--- config.mk ---
export PLATFORM = sky130hd
export DESIGN_NAME = bus_fault_reg
export DESIGN_NICKNAME = d
export VERILOG_FILES = /design/src/rtl/bus_fault_reg.sv
export SDC_FILE = /design/constraint.sdc
export NUM_CORES = 1
export LEC_CHECK = 0
export ABC_AREA = 1
export BUFFER_PORTS_ARGS = -buffer_cell sky130_fd_sc_hd__buf_2
export CORE_MARGIN = 5
export CORE_UTILIZATION = 43
export CTS_CLUSTER_DIAMETER = 30
export CTS_CLUSTER_SIZE = 12
export DETAILED_ROUTE_END_ITERATION = 12
export MAX_ROUTING_LAYER = met4
export PLACE_DENSITY_LB_ADDON = 0.3
export SLEW_MARGIN = 20
export SYNTH_ARGS = -nofsm -noshare
export SYNTH_HDL_FRONTEND = slang
export SYNTH_SLANG_ARGS = --single-unit
--- constraint.sdc ---
create_clock -name clk -period 1.38 [get_ports clk]
set_clock_uncertainty 0.2 [all_clocks]
set_input_delay 0 -clock clk [delete_from_list [all_inputs] [get_ports clk]]
set_output_delay 0 -clock clk [all_outputs]
set_load 0.005 [all_outputs]
--- src/rtl/bus_fault_reg.sv ---
module bus_fault_reg #(
  parameter logic [15:0] MAJOR_MASK  = 16'hE480,
  parameter logic [15:0] UNRCV_MASK  = 16'h0105,
  parameter int          SYNC_STAGES = 2
) (
  input  logic        clk,
  input  logic        rst_n,
  input  logic        busy_n,
  input  logic        own_cycle,
  input  logic        io_cycle,
  input  logic        prot_err_n,
  input  logic        par_err_n,
  input  logic        addr_err_n,
  input  logic        sysflt0,
  input  logic        sysflt1,
  input  logic        clr_stb,
  output logic [15:0] fault_q,
  output logic        pending,
  output logic        major_err,
  output logic        unrcv_err
);

  localparam int W = 16;
  localparam int NSYS = 2;

  function automatic logic [W-1:0] fbit(input int n);
    return {{(W-1){1'b0}}, 1'b1} << (W - 1 - n);
  endfunction

  localparam logic [W-1:0] B_PROT_OWN = fbit(0);
  localparam logic [W-1:0] B_PROT_EXT = fbit(1);
  localparam logic [W-1:0] B_PARITY   = fbit(2);
  localparam logic [W-1:0] B_ADR_MEM  = fbit(5);
  localparam logic [W-1:0] B_SYS0     = fbit(7);
  localparam logic [W-1:0] B_ADR_IO   = fbit(8);
  localparam logic [W-1:0] B_SYS1     = fbit(13) | fbit(15);

  logic busy_q;
  logic busy_rise;
  logic [NSYS-1:0] sys_in;
  logic [NSYS-1:0] sys_rise;
  logic [W-1:0] bus_set, sys_set, fault_d;

  always_ff @(posedge clk or negedge rst_n)
    if (!rst_n) busy_q <= 1'b1;
    else        busy_q <= busy_n;

  assign busy_rise = ~busy_q & busy_n;
  assign sys_in = {sysflt1, sysflt0};

  for (genvar g = 0; g < NSYS; g++) begin : g_sync
    logic [SYNC_STAGES:0] sh;
    always_ff @(posedge clk or negedge rst_n)
      if (!rst_n) sh <= '0;
      else        sh <= {sh[SYNC_STAGES-1:0], sys_in[g]};
    assign sys_rise[g] = sh[SYNC_STAGES-1] & ~sh[SYNC_STAGES];
  end

  always_comb begin
    bus_set = '0;
    if (busy_rise) begin
      if (!prot_err_n) bus_set |= own_cycle ? B_PROT_OWN : B_PROT_EXT;
      if (!par_err_n)  bus_set |= B_PARITY;
      if (!addr_err_n) bus_set |= io_cycle ? B_ADR_IO : B_ADR_MEM;
    end
  end

  assign sys_set = (sys_rise[0] ? B_SYS0 : '0) | (sys_rise[1] ? B_SYS1 : '0);
  assign fault_d = (clr_stb ? '0 : fault_q) | bus_set | sys_set;

  always_ff @(posedge clk or negedge rst_n)
    if (!rst_n) fault_q <= '0;
    else        fault_q <= fault_d;

  assign pending   = |fault_q;
  assign major_err = |(fault_q & MAJOR_MASK);
  assign unrcv_err = |(fault_q & UNRCV_MASK);

endmodule


==> flow_summary.toml <==
[worst_setup_path]
critPathBufInv = 2
crit_slowest_cell = "dfrtp_1"
cp-endpoint = "major_err"
path_cells = "inv_1 > nand2_1 > nor2_2 > nand2_1 > buf_2"
r2r_setup_slack_ns = 0.30
endpoint_kind = "primary output"
critPathRequiredTime_ns = 1.18
cp_max_fo = 3
startpoint = "fault_q[13]$_DFF_PN0_"
start_kind = "register"
reg2reg_to = "fault_q[15]$_DFF_PN0_"
cp_common_cell = "nand2_1"
crit_family = "flip-flops"
path_depth = 5
r2r_cells = 5
max_stage_delay_ns = 0.41
worstReg2RegStart = "busy_q$_DFF_PN1_"
critPathArrivalTime_ns = 1.09
worstSetupPathType = "register to primary output"

[floorplan]
die_h_um = 48.2
rows = 13
coreArea_sq_mm = 0.00133
num_io_pins = 30
fp.dieW_um = 48.2
start_util_pct = 47.1
die_area_sq_mm = 0.00233

[cts]
cts_tree = "yes"
clk_path_buf_depth = 2
cts_resized = 0
cts_root_buffer = "clkbuf_4"
cts_inserted_buffers = 3
htreeDepth = 1
clk_pin_slew_ns = 0.08
worstSkewPairLatency_ns = 0.28
cts_num_sinks = 15

[final_layout]
syn2layout_area_growth_pct = 38.4
antenna_cells = 0
multiInputGateArea_sq_um = 161
ff_latch_area_sq_um = 377
drive_above_1_share_pct = 29.0
finalInstanceArea_sq_um = 870
final.fill_count = 113
nNetsFinal = 119

[sta]
whs_ns = 0.158
setup_viol = 0
hold_viol_final = 0
min_period_ns = 1.29
finalCritPeriodShare_pct = 93.2
fin_setup_tns_ns = 0
finalMaxSlewViolations = 0
max_freq_ghz = 0.778

[drt]
dr.pass1.iters = 4
drtIter0Drc = 6
wl_per_cell_um = 10.6
antenna_left = 0
wl_mm = 1.29
viasPerCell = 4.34
drcViolationCount = 0
dr_total_vias = 529

[grt]
overflow = 0
first_global_vias = 529
antenna_found_initial = 0
grt_max_degree = 16
grt_first_pass_wirelength_mm = 2.13
grt_use_total_pct = 14.7

[logic_synthesis]
netlist_instances = 70
synth.avg_cell_area_sq_um = 8.97
syn_area_sq_um = 628
synth-seq-cells = 15
synth.yosys.seq_area_share_pct = 60.0
yosys_warnings = 0
yosys.area.top_type = "dfrtp_1"
ys_types = 13
synth_top_area_share_pct = 55.8
ys_top_cells_by_area = "dfrtp_1 (56%), nand2_1 (11%), buf_4 (9.6%)"

[worst_hold_path]
hold_class = "register to register"

[place]
place_hpwl_um = 863
dpl-instance-area_sq_um = 718
gp_congestion = 0.770
port_buffers = 21

[run]
max_cap_viol_count = 0

[power_and_ir_drop]
finalPower_uw = 867
irDropWorstVdd_mv = 0.705
power_density_mw_per_mm2 = 997
p_leak_uw = 0.000506

[outcome]
status = "complete, no violations"
-- worst min-delay path by stage --
stage,start,end,slack (ns),cells after the start
6_report,g_sync[0].sh[0]$_DFF_PN0_,g_sync[0].sh[1]$_DFF_PN0_,0.16,0
5_1_grt,g_sync[0].sh[0]$_DFF_PN0_,g_sync[0].sh[1]$_DFF_PN0_,0.17,0
4_1_cts,sysflt1,g_sync[1].sh[0]$_DFF_PN0_,0.14,2
3_5_place_dp,rst_n,g_sync[1].sh[2]$_DFF_PN0_,-0.29,1
3_3_place_gp,rst_n,g_sync[1].sh[1]$_DFF_PN0_,-0.29,1
2_1_floorplan,rst_n,fault_q[0]$_DFF_PN0_,-0.50,0
-- registers in the layout, indices dropped and copies added, names as in the netlist --
name       cells
fault_q        8
g_sync.sh      6
busy_q         1
-- metal layers --
| metal | part of all wire (%) | global-route usage [%] | wire (um) |
|---|---|---|---|
| met4 | 3.4 | 15.1 | 44 |
| met3 | 8.6 | 4.43 | 111 |
| met1 | 37 | 14.6 | 479 |
| met5 | 0 | - | 0 |
| met2 | 51 | 21.9 | 654 |
-- synthesized netlist by cell type --
cell type	number
nand2_1	19
dfrtp_1	14
inv_1	13
buf_4	8
nor2_1	5
o22ai_1	3
inv_2	2
conb_1	1
dfstp_2	1
nand2_2	1
nand3_1	1
nor2_2	1
o21ai_1	1
-- placed cells by master (no fill, tap or decap), drive strengths merged --
cell type	instances
o21ai	1
nand3	1
dfstp	1
inv	15
conb	8
dfrtp	14
nor2	6
clkbuf	4
o22ai	3
buf	23
dlygate4sd3	11
nand2	20
-- timing repair --
| item | CTS | global route |
|---|---|---|
| endpoints found under the setup margin | 0 | 3 |
| buffers inserted | 0 | 2 |
| hold endpoints to repair | 26 | 0 |
| hold buffers | 12 | 0 |
-- area by class of cell --
| type | instances | area share [%] |
|---|---|---|
| Inverter | 15 | 6.47 |
| Clock buffer | 4 | 3.02 |
| Timing Repair Buffer | 34 | 26.5 |
| Tap cell | 15 | 2.16 |
| Sequential cell | 15 | 43.3 |
| Multi-Input combinational cell | 39 | 18.6 |
-- logic make-up (layout without fill, tap and decap cells) --
| group | after synthesis | after routing | share of synthesized area (%) |
|---|---|---|---|
| AND/OR/NAND/NOR | 27 | 27 | 17.1 |
| buffers and inverters | 23 | 53 | 18.5 |
| flip-flops | 15 | 15 | 60.0 |
| AO/OA/AOI/OAI | 4 | 4 | 3.78 |
| other | 1 | 8 | 0.597 |
-- power breakdown --
part	switching, uW	internal [uW]
combinational	71.2	72.2
sequential	13.3	467
clock	131	112
total	215	652
-- metrics by stage --
stage	std cells	worst slack (ns)	utilization, %
2_1_floorplan	77	0.359	-
3_3_place_gp	105	0.330	53.8
3_5_place_dp	105	0.323	53.8
4_1_cts	121	0.0379	64.8
5_1_grt	122	-0.00890	65.2
6_report	122	0.0941	65.2
-- worst register-to-register path: stages (launching register included) --
cell and delay (ns):
dfstp_2 0.52, inv_1 0.04, nand2_2 0.06, inv_2 0.05, nand2_1 0.06, nand2_1 0.05
Note: power is estimated with default switching activity, not from simulation.
